## src/rtl/ivt_pkg.sv

```systemverilog
package ivt_pkg;
  typedef enum logic [2:0] {
    OP_NOP    = 3'd0,
    OP_START  = 3'd1,
    OP_STOP   = 3'd2,
    OP_LOAD   = 3'd3,
    OP_READ   = 3'd4,
    OP_RELOAD = 3'd5,
    OP_RESET  = 3'd6
  } ivt_op_e;
endpackage

```

## src/rtl/ivt_edge_tick.sv

```systemverilog
module ivt_edge_tick #(
  parameter int SYNC_STAGES = 2
) (
  input  logic clk,
  input  logic rst,
  input  logic async_in,
  output logic tick
);
  localparam int DEPTH = SYNC_STAGES + 1;
  logic [DEPTH-1:0] shreg;

  always_ff @(posedge clk) begin
    if (rst) shreg <= '0;
    else     shreg <= {shreg[DEPTH-2:0], async_in};
  end

  assign tick = shreg[SYNC_STAGES-1] & ~shreg[SYNC_STAGES];
endmodule

```

## src/rtl/ivt_prescaler.sv

```systemverilog
module ivt_prescaler #(
  parameter int DIV = 10
) (
  input  logic clk,
  input  logic rst,
  input  logic clear,
  input  logic adv,
  output logic step
);
  localparam int PW = (DIV > 1) ? $clog2(DIV) : 1;
  localparam logic [PW-1:0] LAST = PW'(DIV - 1);
  logic [PW-1:0] phase;

  assign step = adv && (phase == LAST);

  always_ff @(posedge clk) begin
    if (rst || clear)  phase <= '0;
    else if (step)     phase <= '0;
    else if (adv)      phase <= phase + 1'b1;
  end
endmodule

```

## src/rtl/ivt_timer.sv

```systemverilog
module ivt_timer
  import ivt_pkg::*;
#(
  parameter int W = 16
) (
  input  logic         clk,
  input  logic         rst,
  input  logic         hit,
  input  logic [2:0]   op,
  input  logic [W-1:0] wdata,
  input  logic         step,
  output logic [W-1:0] count,
  output logic         running,
  output logic         ovf
);
  localparam logic [W-1:0] TOP = {W{1'b1}};
  logic [W-1:0] reload;
  logic         ctrl;

  assign ctrl = hit && (op == OP_START || op == OP_STOP ||
                        op == OP_LOAD  || op == OP_RESET);

  always_ff @(posedge clk) begin
    if (rst) begin
      count   <= '0;
      reload  <= '0;
      running <= 1'b0;
      ovf     <= 1'b0;
    end else begin
      ovf <= 1'b0;
      if (hit && op == OP_RELOAD) reload <= wdata;
      if (hit && op == OP_START)  running <= 1'b1;
      if (hit && op == OP_STOP)   running <= 1'b0;
      if (hit && op == OP_LOAD) begin
        count <= wdata;
      end else if (hit && op == OP_RESET) begin
        count <= reload;
      end else if (!ctrl && step && running) begin
        if (count == TOP) begin
          count <= reload;
          ovf   <= 1'b1;
        end else begin
          count <= count + 1'b1;
        end
      end
    end
  end
endmodule

```

## src/rtl/dual_interval_timer.sv

```systemverilog
module dual_interval_timer
  import ivt_pkg::*;
#(
  parameter int W           = 16,
  parameter int DIV         = 10,
  parameter int SYNC_STAGES = 2
) (
  input  logic         clk,
  input  logic         rst,
  input  logic         tclk_in,
  input  logic         console_hold,
  input  logic         cmd_valid,
  input  logic         cmd_unit,
  input  logic [2:0]   cmd_op,
  input  logic [W-1:0] cmd_wdata,
  output logic [W-1:0] rd_data,
  output logic         irq_a,
  output logic         irq_b
);
  localparam int NUM = 2;

  logic         tick, live_tick, pre_step, pre_clear;
  logic [W-1:0] cnt_arr [NUM];
  logic         run_arr [NUM];
  logic         ovf_arr [NUM];
  logic         stp_arr [NUM];
  logic [W-1:0] cnt_a, cnt_b;
  logic         run_a, run_b;

  ivt_edge_tick #(.SYNC_STAGES(SYNC_STAGES)) u_tick (
    .clk(clk), .rst(rst), .async_in(tclk_in), .tick(tick)
  );

  assign live_tick = tick && !console_hold;
  assign pre_clear = cmd_valid && cmd_unit && (cmd_op == OP_RESET);

  ivt_prescaler #(.DIV(DIV)) u_pre (
    .clk(clk), .rst(rst), .clear(pre_clear),
    .adv(live_tick && run_b), .step(pre_step)
  );

  assign stp_arr[0] = live_tick;
  assign stp_arr[1] = pre_step;

  for (genvar g = 0; g < NUM; g++) begin : g_tmr
    ivt_timer #(.W(W)) u_tmr (
      .clk(clk), .rst(rst),
      .hit(cmd_valid && (cmd_unit == 1'(g))),
      .op(cmd_op), .wdata(cmd_wdata), .step(stp_arr[g]),
      .count(cnt_arr[g]), .running(run_arr[g]), .ovf(ovf_arr[g])
    );
  end

  assign cnt_a = cnt_arr[0];
  assign cnt_b = cnt_arr[1];
  assign run_a = run_arr[0];
  assign run_b = run_arr[1];
  assign irq_a = ovf_arr[0];
  assign irq_b = ovf_arr[1];

  always_ff @(posedge clk) begin
    if (rst)                                  rd_data <= '0;
    else if (cmd_valid && cmd_op == OP_READ)  rd_data <= cmd_unit ? cnt_b : cnt_a;
  end
endmodule

```

## config.mk

```make
export PLATFORM = sky130hd
export DESIGN_NAME = dual_interval_timer
export DESIGN_NICKNAME = d
export VERILOG_FILES = /design/src/rtl/ivt_pkg.sv /design/src/rtl/ivt_edge_tick.sv /design/src/rtl/ivt_prescaler.sv /design/src/rtl/ivt_timer.sv /design/src/rtl/dual_interval_timer.sv
export SDC_FILE = /design/constraint.sdc
export NUM_CORES = 1
export LEC_CHECK = 0
export ABC_AREA = 1
export ABC_CLOCK_PERIOD_IN_PS = 1900
export CAP_MARGIN = 10
export CORE_MARGIN = 2
export CORE_UTILIZATION = 58
export DETAILED_ROUTE_END_ITERATION = 8
export GPL_TIMING_DRIVEN = 0
export PLACE_DENSITY_LB_ADDON = 0.08
export SLEW_MARGIN = 40
export SYNTH_ARGS = -nofsm -noshare
export SYNTH_HDL_FRONTEND = slang
export SYNTH_SLANG_ARGS = --single-unit
```

## constraint.sdc

```tcl
create_clock -name clk -period 1.9 [get_ports clk]
set_input_delay 0.475 -clock clk [delete_from_list [all_inputs] [get_ports clk]]
set_output_delay 0.475 -clock clk [all_outputs]
set_load 0.02 [all_outputs]
```

==> results of run 1 <==
cell families (layout without fill, tap and decap cells):
family / Yosys count / in the layout / share of synthesized area
fa+ha+maj: 4 / 4 / 0.0101
compound gates: 173 / 173 / 0.181
flops: 91 / 91 / 0.369
xor+xnor: 16 / 16 / 0.0284
simple gates: 354 / 354 / 0.301
buf+inv: 134 / 193 / 0.111
cell type report:
| type | count | area [µm²] |
|---|---|---|
| clock inverters | 4 | 73.8 |
| flip-flops and latches | 91 | 1830 |
| plain buffers | 37 | 209 |
| well taps | 105 | 131 |
| fillers | 737 | 2370 |
| inverters | 97 | 364 |
| clock buffers | 12 | 145 |
| multi-input cells | 547 | 2660 |
| repair buffers | 43 | 423 |
per-stage QoR:
stage                     power [mW]  setup slack (ps)
final                           3.81              38.2
after floorplan                 2.19               262
after detailed placement        2.35              -561
after global placement          2.35              -491
after CTS                       3.79              1.20
after global routing            3.91             -42.9
state kept, by name, indices dropped and copies added (netlist names):
register,cells
g_tmr.u_tmr.count,32
u_pre.phase,4
g_tmr.u_tmr.running,2
g_tmr.u_tmr.ovf,2
rd_data,16
g_tmr.u_tmr.reload,32
u_tick.shreg,3
per-layer routing:
metal  wire (µm)  share of wire
met4         807          0.052
met5           0              0
met3        1080          0.069
met1        6340           0.40
met2        7430           0.47
timing repair:
action / CTS / global route
pin swaps: 1 / 5
endpoints found under the setup margin: 54 / 64
gates resized for setup: 20 / 32
buffers inserted: 0 / 3
hold buffers: 0 / 0
cells in the final DEF (no fill, tap or decap), drive strengths merged:
master	n
a21oi	91
a31oi	1
buf	14
bufinv	2
clkbuf	39
clkdlybuf4s15	1
clkdlybuf4s50	36
clkinv	3
dfxtp	91
dlymetal6s2s	2
ha	4
inv	96
nand2	169
nand3	46
nand4	11
nor2	118
nor3	6
nor3b	1
nor4	2
o211ai	8
o21a	1
o21ai	71
o21bai	1
or2	1
xnor2	2
xor2	14
power groups by stage:
stage,Sequential (mW),Combinational [mW],Clock [mW]
after floorplan,2.02,0.170,0
after global placement,2.01,0.332,0
after detailed placement,2.02,0.339,0
after CTS,1.97,0.347,1.47
after global routing,1.98,0.393,1.54
final,1.97,0.365,1.47
path summary, 6_finish.rpt:
check | start | to | slack [ps] | depth (start not counted)
worst max-delay path | g_tmr[1].u_tmr.count[0] | g_tmr[1].u_tmr.count[14] | 40 | 11
worst min-delay path | u_tick.shreg[0] | u_tick.shreg[1] | 410 | 2
worst max register to register | g_tmr[1].u_tmr.count[0] | g_tmr[1].u_tmr.count[14] | 40 | 11
worst min register to register | u_tick.shreg[0] | u_tick.shreg[1] | 410 | 2
critical path, cell delays in order (launching register included):
cell,delay [ps]
dfxtp_4,380
ha_2,200
nand2_1,70
nor2_2,140
nand2_1,120
nor2_2,140
nand2_1,110
nand2_2,100
buf_4,190
nand2_1,100
nand3_1,100
a21oi_1,70
==> reports/metrics.cfg, run 1 <==
[clock_tree]
clk_pin_slew_ps = 90
cts_tree = built
htree_levels = 3
cts.sinks = 91
cts_root_buf = clkbuf_8
clock_path_buffers = 2
clk_latency_ps = 370
cts_buffers = 9

[global_routing]
top_usage_layer = met2
grt_pass1_wl_um = 24000
overflow = 0
grt_pass1_vias = 4998
grtUsageTotal = 0.347
grt_max_degree = 15
use_met1 = 0.409
antenna_found_initial = 0
gr-usage-met2 = 0.590
grt_use_met3 = 0.0603

[placed_design]
gp_congestion = 1.00
hpwl_um = 11700
dp_cells = 917
postPlaceCellArea_um2 = 5470
port-buffer-count = 40

[die]
ios = 43
initial_core_util = 0.601
die_h_um = 96.3
dieArea_um2 = 9270
die_w_um = 96.3
rows = 33
fp.coreArea_um2 = 8220

[timing]
relSlewSlack = 0.555
report.final.hold_viol_count = 0
tightest_slew_ps = 668
rsz0062_at_grt = true
maxSlewViolCount = 0
hold_ws_ps = 407
clock_skew_ps = 9.79
tns_ps = 0
fin_crit_ps = 1860
fmax_mhz = 537
fin_crit_sh = 0.980
setup_viol = 0

[power]
leakage_nw = 2.30
swShare = 0.250
switching_power_mw = 0.953
p_per_area_nw_per_um2 = 651
combPwrFrac = 0.096
peakVddDrop_uv = 494
seqPwrFrac = 0.518
power_frac_clock = 0.386
internal-power_mw = 2.85

[setup_path]
critPathKind = flop to flop
required_ps = 2130
critPathLaunchType = flop
cp-end-kind = flop
cp_max_fo = 10
crit_arrival_ps = 2090

[synth]
synth_top_cells_by_area = dfxtp_1 (37%), nand2_1 (13%), a21oi_1 (9.2%)
synthCells = 772
synth_edf_count = 0
yosys_warnings = 0
synth_largest_area_cell = dfxtp_1
ys_seq_area_frac = 0.369
ys_ff_latch = 91
yosys.cell_count.top_type = nand2_1
synthTopCellsByCount = nand2_1 (167), nor2_1 (113), a21oi_1 (91), dfxtp_1 (91), inv_1 (87)
ys.flop_type = dfxtp_1
postSynthAreaPerCell_um2 = 6.40
ys_types = 32
async_reset_ff_frac = 0
yosys.area.top_type_share = 0.369
syn-num-nets = 801
synth_area_um2 = 4940

[flow_run]
drv_cap = 0

[drt]
initialDrtViolationCount = 367
wire_per_inst_um = 16.7
postRouteAntennaNets = 0
first_pass_iters = 8
drc = 0
viasPerCell = 5.76
routed_wl_um = 15700
vias = 5392

[layout]
layoutNonFillerInstCount = 936
fin_area_um2 = 5840
layout-drive-gt1-share = 0.0890
insertedDiodeCount = 0
final_util = 0.711
nets = 855
area_growth_pct = 18.3

[outcome]
status = finished, final reports clean

[min_path]
hold_path_class = flop to flop

No activity file was read; power rests on OpenSTA's default activity.
==> run 2: changes to the inputs <==
- GPL_TIMING_DRIVEN: 0 -> 1
==> run 2 against run 1 <==
Maximum frequency is 1.5% higher. Critical path depth is 10 lower. Combinational power is 11% higher. Clock power is 14% lower. First-iteration DRC count is 24% lower. Count of clock-buffer cells in the layout is 3 lower. Sequential share of layout area is 1.9 points lower. Final cell count is 3.2% higher. Worst setup slack better by 27 ps. Clock skew is 0.58 ps higher. Non-clock buffer count is 30 higher. Critical endpoint is now rd_data[13].
==> reports/metrics.cfg, run 2 (synthesis results as in run 1) <==
[layout]
layout-drive-gt1-share = 0.148  ; was 0.0890
area_growth_pct = 25.1  ; was 18.3%
fill_cells = 692  ; was 737
final_cell_mix = nand2_1 (165), nor2_1 (100), dfxtp_1 (91)  ; was nand2_1 (164), nor2_1 (107), a21oi_1 (91)
layoutNonFillerInstCount = 966  ; was 936
nets = 885  ; was 855
top_regs = g_tmr.u_tmr.count x32, g_tmr.u_tmr.reload x32, rd_data x16  ; unchanged
layout_commonest_cell = nand2_1  ; unchanged
final_util = 0.752  ; was 0.711
insertedDiodeCount = 0  ; unchanged

[timing]
fin_crit_sh = 0.966  ; was 0.980
maxSlewViolCount = 0  ; unchanged
hold_ws_ps = 412  ; was 407 ps
tightest_slew_ps = 447  ; was 668 ps
clock_skew_ps = 10.4  ; was 9.79 ps
tns_ps = 0  ; unchanged
fin_crit_ps = 1840  ; was 1860 ps
rsz0062_at_grt = false  ; was true
fin_ws_ps = 64.8  ; was 38.2 ps
setup_viol = 0  ; unchanged
report.final.hold_viol_count = 0  ; unchanged
relSlewSlack = 0.702  ; was 0.555
fmax_mhz = 545  ; was 537 MHz

[global_routing]
grt_pass1_wl_um = 23600  ; was 24000 µm
grt_pass1_vias = 5040  ; was 4998
grt_max_degree = 33  ; was 15
overflow = 0  ; unchanged
grtUsageTotal = 0.336  ; was 0.347
antenna_found_initial = 0  ; unchanged

[die]
die_w_um = 96.3  ; unchanged
die_h_um = 96.3  ; unchanged
fp.coreArea_um2 = 8220  ; unchanged
ios = 43  ; unchanged
dieArea_um2 = 9270  ; unchanged
rows = 33  ; unchanged
initial_core_util = 0.601  ; unchanged

[power]
swShare = 0.280  ; was 0.250
internal-power_mw = 2.61  ; was 2.85 mW
power_frac_clock = 0.346  ; was 0.386
switching_power_mw = 1.02  ; was 0.953 mW
combPwrFrac = 0.111  ; was 0.096
leakage_nw = 2.56  ; was 2.30 nW
peakVddDrop_uv = 511  ; was 494 µV
seqPwrFrac = 0.542  ; was 0.518
p_per_area_nw_per_um2 = 587  ; was 651 nW/µm²

[clock_tree]
holdBufCountCts = 0  ; unchanged
clk_latency_ps = 370  ; about the same
cts.sinks = 91  ; unchanged
clock_path_buffers = 2  ; unchanged
clk_pin_slew_ps = 100  ; was 90 ps
cts_root_buf = clkbuf_8  ; unchanged
cts_buffers = 9  ; unchanged
htree_levels = 3  ; unchanged
cts_tree = built  ; unchanged

[min_path]
hold_depth = 2  ; unchanged
hold_path_end = u_tick.shreg[1]  ; unchanged
worstHoldStart = u_tick.shreg[0]  ; unchanged
hold_path_class = flop to flop  ; unchanged

[setup_path]
timing.rr.end = g_tmr[1].u_tmr.count[0]  ; was g_tmr[1].u_tmr.count[14]
critPathBufInv = 1  ; unchanged
r2r_setup_slack_ps = 170  ; was 40 ps
slowest_delay_ps = 620  ; was 380 ps
critPathKind = flop to output port  ; was flop to flop
r2r_start = g_tmr[1].u_tmr.count[0]  ; unchanged
required_ps = 1420  ; was 2130 ps
critPathLaunchType = flop  ; unchanged
critPathSlowestCell = clkdlybuf4s50_1  ; was dfxtp_4
reg2reg_depth = 12  ; was 11
cp-end-kind = output port  ; was flop
crit_family = buffers and inverters  ; was simple AND/OR/NAND/NOR gates
crit_chain = clkdlybuf4s50_1  ; was ha_2 > nand2_1 > nor2_2 > nand2_1 > nor2_2 > nand2_1 > nand2_2 > buf_4 > nand2_1 > nand3_1 > a21oi_1
crit_start = rd_data[13]  ; was g_tmr[1].u_tmr.count[0]
crit_arrival_ps = 1360  ; was 2090 ps
cp_max_fo = 2  ; was 10

[outcome]
status = finished, final reports clean  ; unchanged

[placed_design]
gp_congestion = 0.983  ; was 1.00
dp_cells = 947  ; was 917
dp_slack_ps = -416  ; was -561 ps
hpwl_um = 11100  ; was 11700 µm
port-buffer-count = 42  ; was 40

[drt]
first_pass_iters = 6  ; was 8
initialDrtViolationCount = 279  ; was 367
drc = 0  ; unchanged
postRouteAntennaNets = 0  ; unchanged
viasPerCell = 5.55  ; was 5.76
vias = 5365  ; was 5392
routed_wl_um = 14900  ; was 15700 µm
wire_per_inst_um = 15.4  ; was 16.7 µm

[flow_run]
drv_cap = 0  ; unchanged

[run 2: power by group through the flow]
stage	Combinational, mW	Clock [mW]	Sequential (mW)
4_1_cts	0.390	1.28	1.97
3_5_place_dp	0.385	0	2.01
6_report	0.404	1.26	1.97
5_1_grt	0.438	1.35	1.97
2_1_floorplan	0.170	0	2.02
3_3_place_gp	0.378	0	2.01
[run 2: metrics by stage]
stage | cell area, µm² | power, mW
6_report | 6180 | 3.63
5_1_grt | 6180 | 3.76
4_1_cts | 6090 | 3.63
3_5_place_dp | 5890 | 2.40
3_3_place_gp | 5890 | 2.39
2_1_floorplan | 4940 | 2.19
[run 2: layer usage]
| layer | up-vias | GRT usage | part of all wire |
|---|---|---|---|
| li1 | 2637 | - | - |
| met5 | - | 0 | 0 |
| met4 | 0 | 0.146 | 0.035 |
| met1 | 2458 | 0.395 | 0.41 |
| met3 | 48 | 0.0486 | 0.062 |
| met2 | 222 | 0.604 | 0.49 |
[run 2: layout make-up]
type                            instances  area (µm²)  area share
Multi-Input combinational cell        547        2650       0.429
Sequential cell                        91        1820       0.295
Timing Repair Buffer                  110        1030       0.166
Inverter                               97         364      0.0589
Tap cell                              105         131      0.0213
Clock buffer                            9         124      0.0201
Clock inverter                          7        57.6     0.00932
[run 2: worst reg2reg max path, stage by stage, from the launching register on]
cell	delay [ps]
dfxtp_1	350
ha_1	180
nand2_1	70
nor2_2	130
nand2_1	110
nor2_2	120
nand2_1	100
nand2_1	120
buf_12	170
nand2_1	70
nand3_1	70
nand2_1	50
a21oi_1	120
[run 2: worst max path at each step]
stage / to / cells after the start
2_1_floorplan: g_tmr[0].u_tmr.count[7] / 11
3_3_place_gp: g_tmr[0].u_tmr.count[10] / 10
3_5_place_dp: g_tmr[0].u_tmr.count[13] / 13
4_1_cts: g_tmr[0].u_tmr.count[6] / 13
5_1_grt: g_tmr[1].u_tmr.count[0] / 12
6_report: rd_data[13] / 1
[run 2: repair_timing]
item                       CTS  global route
gates resized for setup      7            27
buffers inserted             0             3
pin swaps                    0             5
setup endpoints to repair   13            45
